--- config.mk ---
export PLATFORM = sky130hd
export DESIGN_NAME = sc_prot_ctrl
export DESIGN_NICKNAME = d
export VERILOG_FILES = /design/src/rtl/sc_prot_pkg.sv /design/src/rtl/sc_blank_timer.sv /design/src/rtl/sc_restart_timer.sv /design/src/rtl/sc_trip_counter.sv /design/src/rtl/sc_prot_ctrl.sv
export SDC_FILE = /design/constraint.sdc
export NUM_CORES = 1
export LEC_CHECK = 0
export CAP_MARGIN = 20
export CORE_MARGIN = 8
export CORE_UTILIZATION = 50
export DETAILED_ROUTE_END_ITERATION = 7
export PLACE_DENSITY = 0.8
export SKIP_LAST_GASP = 1
export SLEW_MARGIN = 20
export SYNTH_ARGS = -nofsm -noshare
export SYNTH_HDL_FRONTEND = slang
export SYNTH_SLANG_ARGS = --single-unit
export TNS_END_PERCENT = 100
--- constraint.sdc ---
create_clock -name clk -period 5.72 [get_ports clk]
set_input_delay 1.716 -clock clk [delete_from_list [all_inputs] [get_ports clk]]
set_output_delay 1.716 -clock clk [all_outputs]
set_load 0.05 [all_outputs]
--- src/rtl/sc_prot_pkg.sv ---
// Package: shared types for the short-circuit protection timer.
// Assumes: nothing beyond IEEE 1800-2017.
package sc_prot_pkg;

    // Index of each current tier; the higher tier wins ties.
    typedef enum logic {
        TIER_OVER  = 1'b0,
        TIER_SHORT = 1'b1
    } tier_e;

    // Trip cause as held while the switch is forced off.
    typedef struct packed {
        logic short_hit;
        logic over_hit;
    } cause_t;

endpackage

--- src/rtl/sc_blank_timer.sv ---
// Module: sc_blank_timer
// Counts timebase ticks while one comparator flag stays high. It reports
// expiry on the tick that completes LIMIT ticks. A low flag, a clear request,
// or the expiry itself returns the count to zero.
// Assumes: LIMIT >= 1; tick is a one-cycle pulse.
module sc_blank_timer #(
    parameter int LIMIT = 400
) (
    input  logic clk,
    input  logic rst_n,
    input  logic clr,
    input  logic tick,
    input  logic flag,
    output logic expire
);
    localparam int CW = $clog2(LIMIT + 1);

    logic [CW-1:0] cnt;

    // Expiry is seen combinationally on the completing tick.
    always_comb begin
        expire = !clr && flag && tick && (cnt == CW'(LIMIT - 1));
    end

    // Advance on ticks with the flag high; clear otherwise or on expiry.
    always_ff @(posedge clk) begin
        if (!rst_n) begin
            cnt <= '0;
        end else if (clr || !flag || expire) begin
            cnt <= '0;
        end else if (tick) begin
            cnt <= cnt + 1'b1;
        end
    end

endmodule

--- src/rtl/sc_restart_timer.sv ---
// Module: sc_restart_timer
// Counts timebase ticks while the switch is held off. It signals done on the
// tick that completes LIMIT ticks.
// Assumes: LIMIT >= 1; run is held high for the whole wait.
module sc_restart_timer #(
    parameter int LIMIT = 500000
) (
    input  logic clk,
    input  logic rst_n,
    input  logic run,
    input  logic tick,
    output logic done
);
    localparam int CW = $clog2(LIMIT + 1);

    logic [CW-1:0] cnt;

    // Done is flagged on the completing tick of the wait.
    always_comb begin
        done = run && tick && (cnt == CW'(LIMIT - 1));
    end

    // Count ticks while running; clear when idle or when finished.
    always_ff @(posedge clk) begin
        if (!rst_n) begin
            cnt <= '0;
        end else if (!run || done) begin
            cnt <= '0;
        end else if (tick) begin
            cnt <= cnt + 1'b1;
        end
    end

endmodule

--- src/rtl/sc_trip_counter.sv ---
// Module: sc_trip_counter
// Sticky count of trip events that stops at its all-ones value.
// Assumes: inc is a one-cycle pulse per trip.
module sc_trip_counter #(
    parameter int W = 4
) (
    input  logic         clk,
    input  logic         rst_n,
    input  logic         inc,
    output logic [W-1:0] count
);
    // Increment on each trip unless already saturated.
    always_ff @(posedge clk) begin
        if (!rst_n) begin
            count <= '0;
        end else if (inc && (count != {W{1'b1}})) begin
            count <= count + 1'b1;
        end
    end

endmodule

--- src/rtl/sc_prot_ctrl.sv ---
// Module: sc_prot_ctrl (top)
// Two-tier overcurrent protection. Each tier has its own blanking timer. A
// tier that stays high for its blank forces the discharge switch off and
// records the cause. A restart wait then re-enables the switch (hiccup).
// The lower-tier blank and the restart wait share the delay unit UNIT_TICKS.
// Assumes: tick_1us is a one-cycle pulse; flags are already synchronised.
module sc_prot_ctrl
    import sc_prot_pkg::*;
#(
    parameter int UNIT_TICKS     = 50000,
    parameter int LO_MULT        = 1,
    parameter int RESTART_MULT   = 10,
    parameter int HI_BLANK_TICKS = 400,
    parameter int TRIP_CNT_W     = 4
) (
    input  logic                  clk,
    input  logic                  rst_n,
    input  logic                  tick_1us,
    input  logic                  oc_lo,
    input  logic                  oc_hi,
    output logic                  dsg_off,
    output logic                  cause_short,
    output logic                  cause_over,
    output logic [TRIP_CNT_W-1:0] trip_count
);
    localparam int LO_BLANK_TICKS = UNIT_TICKS * LO_MULT;
    localparam int RESTART_TICKS  = UNIT_TICKS * RESTART_MULT;
    localparam int NUM_TIERS      = 2;

    logic                 hold_q;
    cause_t               cause_q;
    logic [NUM_TIERS-1:0] tier_flag;
    logic [NUM_TIERS-1:0] tier_exp;
    logic                 trip;
    logic                 restart_done;

    assign tier_flag[TIER_OVER]  = oc_lo;
    assign tier_flag[TIER_SHORT] = oc_hi;

    // One blanking timer per tier, each with its own limit.
    for (genvar g = 0; g < NUM_TIERS; g++) begin : g_tier
        localparam int LIM = (g == int'(TIER_SHORT)) ? HI_BLANK_TICKS : LO_BLANK_TICKS;
        sc_blank_timer #(.LIMIT(LIM)) u_blank (
            .clk    (clk),
            .rst_n  (rst_n),
            .clr    (hold_q),
            .tick   (tick_1us),
            .flag   (tier_flag[g]),
            .expire (tier_exp[g])
        );
    end

    sc_restart_timer #(.LIMIT(RESTART_TICKS)) u_restart (
        .clk   (clk),
        .rst_n (rst_n),
        .run   (hold_q),
        .tick  (tick_1us),
        .done  (restart_done)
    );

    // A trip happens when either tier expires while the switch is on.
    always_comb begin
        trip = !hold_q && (|tier_exp);
    end

    // Hold state and cause: set on a trip, cleared when the restart ends.
    always_ff @(posedge clk) begin
        if (!rst_n) begin
            hold_q  <= 1'b0;
            cause_q <= '0;
        end else if (trip) begin
            hold_q            <= 1'b1;
            cause_q.short_hit <= tier_exp[TIER_SHORT];
            cause_q.over_hit  <= !tier_exp[TIER_SHORT];
        end else if (restart_done) begin
            hold_q  <= 1'b0;
            cause_q <= '0;
        end
    end

    sc_trip_counter #(.W(TRIP_CNT_W)) u_count (
        .clk   (clk),
        .rst_n (rst_n),
        .inc   (trip),
        .count (trip_count)
    );

    assign dsg_off     = hold_q;
    assign cause_short = cause_q.short_hit;
    assign cause_over  = cause_q.over_hit;

endmodule

# Word-level counts from Yosys, hierarchy flattened
# Index checks and enable logic that the tools add are counted.
[word_totals]
reg_bits = 51
output_inout_bits = 7
[classes]
n_addsub = 4
eq_ne = 4
mux = 4
bitwise_logic = 1
n_reduce_logical = 24
[ops]
columns = ["operator", "count"]
rows = [
  ["19-bit by 1-bit adder with 19-bit output (second input constant)", 1],
  ["19-bit == test (second input constant)", 1],
  ["16-bit by 1-bit adder with 16-bit output (second input constant)", 1],
  ["16-bit == test (second input constant)", 1],
  ["1-bit logical AND", 10],
  ["9-bit by 1-bit adder with 9-bit output (second input constant)", 1],
  ["9-bit == test (second input constant)", 1],
  ["2-bit OR reduction", 4],
  ["1-bit logical OR", 5],
  ["4-bit by 1-bit adder with 4-bit output (second input constant)", 1],
  ["1-bit logical NOT", 4],
  ["2-bit two-way mux", 2],
  ["4-bit != test (second input constant)", 1],
  ["1-bit two-way mux", 2],
  ["2-bit nonzero test", 1],
  ["1-bit NOT", 1],
]

# Logic depth before layout (Yosys ltp)
[logic_depth]
depth_word = 7
ltp_mapped = 7
mapped_depth_nobuf = 5

# Cells and area by module
# From an unflattened synthesis, not the netlist that was laid out.
[unflattened]
cells_unflattened = 271
hier_area_um2 = 2507.4
[by_module_without_submodules]
columns = ["mod", "n_inst", "cells_per_inst", "area_per_inst_um2", "seq_area_each_um2"]
rows = [
  ["sc_restart_timer", 1, 101, 905.9, 380.4],
  ["sc_blank_timer at g_tier[0].u_blank", 1, 84, 797.0, 320.3],
  ["sc_blank_timer at g_tier[1].u_blank", 1, 50, 466.7, 180.2],
  ["sc_trip_counter", 1, 22, 196.4, 80.1],
  ["sc_prot_ctrl", 1, 14, 141.4, 60.1],
]

# Worst setup path after synthesis
# No wires, ideal clock.
[synth_timing]
kind = "input-to-reg"
start = "input port tick_1us"
end = "register g_tier[0].u_blank.cnt[10]"
setup_time_ns = 0.115
t_arrival_ns = 3.086
t_required_ns = 5.605
setup_slack_ns = 2.519
cell_stages = 7
n_path_buf = 3
cell_sequence = "buf_2 > nand4_1 > or4_1 > buf_2 > nand3_2 > buf_4 > nor2_1"
[synth_between]
elab_chain_len = 4
[synth_rtl]
columns = ["item", "line", "rtl"]
rows = [
  ["start, declared", "sc_prot_ctrl.sv:18", "input logic tick_1us,"],
  ["1-bit logical AND (2 in a row)", "sc_blank_timer.sv:22", "expire = !clr && flag && tick && (cnt == CW'(LIMIT - 1));"],
  ["1-bit logical OR", "sc_blank_timer.sv:29", "end else if (clr || !flag || expire) begin"],
  ["2-bit OR reduction (no source line)", "--", ""],
  ["end signal, assigned", "sc_blank_timer.sv:32", "cnt <= cnt + 1'b1;"],
  ["end, declared", "sc_blank_timer.sv:18", "logic [CW-1:0] cnt;"],
]
# Parallel ways exist; a longest one is shown, timed or not.
# A chain may end at the register's enable or synchronous reset.

# Worst setup path after layout
[layout_timing]
start = "input port tick_1us"
end = "register g_tier[0].u_blank.cnt[5]"
# The elaborated chain is that of the path after synthesis.

==> summary.txt <==
Clocking
  – Clock Path Buffers: 2
  – Clk_lat worst skew: 0.31 ns
  – Total CTS buffers: 5
  – H-Tree Depth: 2
  – Clk sink count: 51
  – Post-cts gate resize count: 0
  – CTS tree: yes
  – Post-CTS setup repair buffer count: 0
  – Cts hold-fix bufs: 0
  – CTS Root Buffer Type: clkbuf_8
  – Clock-pin slew on the worst setup and hold paths: ~0.10 ns

Synth
  – Top cells by area, synth: dfxtp_1 42%, xor2_1 7.6%, nor2_1 6.4%
  – EDFF count, synth: 0
  – Yosys cell types: 41
  – Mapped Area: 2410 sq um
  – Sequential fraction of the synthesis area: 0.424
  – Yosys reg bits: between 50 and 60
  – Post-Syn Nets: 287
  – Avg Inst Size Synth: between 8 and 9 sq um
  – Async SR Flop Fraction: 0
  – Prevailing post-synth register cell: dfxtp_1
  – Cells after Synth: approximately 280
  – Top-area cell type share of the netlist area: 0.424
  – Ys Warns: 0
  – Area leader, netlist: dfxtp_1

Pwr
  – Internal: just over 0.5 mW
  – Sw Ratio: 0.203
  – Psw: 0.128 mW
  – Combinational Power Share: 0.024
  – Flop pwr share: 0.565
  – Pwr/cell area: approximately 240 nW/um^2
  – Total Power: 0.631 mW
  – P_leak: about 0.86 nW
  – Power share of the clock group: 0.411
  – Peak VDD IR: 0.000103 V

Die
  – Die Ht: around 85 microns
  – Initial Util: 0.513
  – # IOs: 12
  – Core area: around 4700 sq um
  – Die area: 7290 sq um
  – Die X: between 80 and 90 microns
  – FP Rows: 25

Min path
  – Min-delay src: cause_over
  – WHS Endpoint: cause_over
  – Worst Hold Class: register to register
  – Hold Crit Depth: 2

Setup path
  – R2r setup slk: around 3.6 ns
  – Worst-case reg-to-reg path depth: 5
  – Worst EP arrival: ~4.3 ns
  – Crit start category: input port
  – CP Class: input port to register
  – R2r endpoint: g_tier[0].u_blank.cnt[5]
  – CP max FO: 18
  – Critical path endpoint category: register
  – Required time of the worst setup path: roughly 6 ns
  – FF-to-FF Start: g_tier[0].u_blank.cnt[0]

Placed design
  – DP HPWL: 3110 microns
  – Gp weighted congestion: 0.853
  – Setup WS pre-CTS: around 1.4 ns
  – Post-DP Area: around 2500 sq um
  – I/O Buffers: 11
  – Inst Count DP: between 300 and 400

Timing
  – Final setup viols: 0
  – Hold Fails Final Rpt: 0
  – Setup Skew: between 0.01 and 0.015 ns
  – Pins Over Slew Limit: 0
  – Minimum clock period: between 4 and 5 ns
  – FMAX: 0.246 GHz
  – Period utilisation layout: 0.710
  – Slew margin rel.: 0.536
  – Final Worst Setup Slack: between 1.5 and 2 ns
  – RSZ-0062 raised after global routing: no
  – Hold slack: between 0.4 and 0.5 ns
  – Setup TNS: 0 ns
  – Worst slew pin tran: 0.693 ns

Global routing
  – Vias in the first global route: roughly 1,800
  – Largest net degree at the start of global routing: 20
  – Initial antenna violation count: 0
  – Remaining global-route overflow: 0
  – First-pass GRT wire length: between 7000 and 8000 microns
  – GRT Total Usage: 0.134

Cells and area
  – Layout cell share with drive strength beyond 1: 0.0423
  – Nets: 292
  – Non-Filler Instances: between 300 and 400
  – Antenna cells: 0
  – Final Util: 0.565
  – Fillers: approximately 410
  – Area delta synth->final: 10.0%
  – Final instance area: roughly 2600 sq um

Detailed routing
  – Routed wire per std cell: between 10 and 15 microns
  – Vias/cell: between 5 and 6
  – Post-DRT Antenna Nets: 0
  – Initial DRC Count: 100
  – Drt first pass iters: 4
  – DRC: 0
  – DR vias: roughly 2,000
  – Routed WL: approximately 4700 microns

Flow run
  – Max-Cap Viols: 0

Status
  – Status: complete, no violations
[flip-flops by register name, indices dropped and copies added (netlist names)]
signal              count
cause_over              1
u_restart.cnt          19
cause_short             1
u_count.count           4
g_tier.u_blank.cnt     25
dsg_off                 1
[critical path, stage by stage]
cell and delay, ns:
clkdlybuf4s50_1 0.91, nand4_1 0.42, or4_1 0.78, nand3_2 0.32, nor2_1 0.09
[kinds of logic after synthesis]
family,share of synthesized area
and+or+nand+nor,0.311
muxes,0.0249
AOI/OAI and AO/OA,0.0691
adders and majority gates,0.0208
buffers and inverters,0.0301
xor gates and xnor gates,0.120
DFF,0.424
[cells in the mapped netlist (4+ instances only)]
cell type,number
dfxtp_1,51
nor2_1,41
xor2_1,21
nand2_1,20
nand4_1,18
nand3_1,14
xnor2_1,12
a21oi_1,9
o21ai_0,9
and3_1,8
clkbuf_1,8
or3_1,7
and4_1,6
mux2i_1,6
buf_2,4
ha_1,4
[metal layers]
| layer | wire, microns | track usage | vias to the layer above |
|---|---|---|---|
| met5 | 0 | 0 | - |
| met4 | 66 | 0.0573 | 0 |
| met3 | 183 | 0.0396 | 6 |
| met2 | 2230 | 0.220 | 34 |
| met1 | 2200 | 0.159 | 918 |
| li1 | - | - | 991 |
[placed cells by master, fill, tap and decap left out, types with 4 or more instances in the layout]
cell type	instances
mux2i_1	6
nand2_1	20
or3_1	7
a21oi_1	9
xor2_1	21
and3_1	8
nor2_1	41
xnor2_1	12
dfxtp_1	51
o21ai_0	9
clkdlybuf4s50_1	11
nand3_1	14
nand4_1	18
ha_1	4
and4_1	6
clkbuf_8	6
[layout make-up]
type,count,area [sq um],share of cell area
repair buffers,12,118,0.0444
clock buffers,6,82.6,0.0312
clock inverters,2,35.0,0.0132
well taps,54,67.6,0.0255
flip-flops and latches,51,1020,0.385
inverters,3,11.3,0.00425
multi-input cells,210,1310,0.496
[how the worst max path moves through the flow]
stage                                end  slack (ns)     start
2_1_floorplan  g_tier[0].u_blank.cnt[10]        2.52  tick_1us
3_3_place_gp   g_tier[0].u_blank.cnt[12]        1.43  tick_1us
3_5_place_dp    g_tier[0].u_blank.cnt[7]        1.35  tick_1us
4_1_cts         g_tier[0].u_blank.cnt[5]        1.67  tick_1us
5_1_grt         g_tier[0].u_blank.cnt[0]        1.49  tick_1us
6_report        g_tier[0].u_blank.cnt[5]        1.66  tick_1us
[power by group through the flow]
stage | Combinational [mW] | Clock [mW] | Sequential (mW)
4_1_cts | 0.0151 | 0.263 | 0.357
3_3_place_gp | 0.0146 | 0 | 0.365
2_1_floorplan | 0.0107 | 0 | 0.365
5_1_grt | 0.0169 | 0.279 | 0.357
6_report | 0.0150 | 0.260 | 0.357
3_5_place_dp | 0.0149 | 0 | 0.365
No activity file was read; power rests on OpenSTA's default activity.
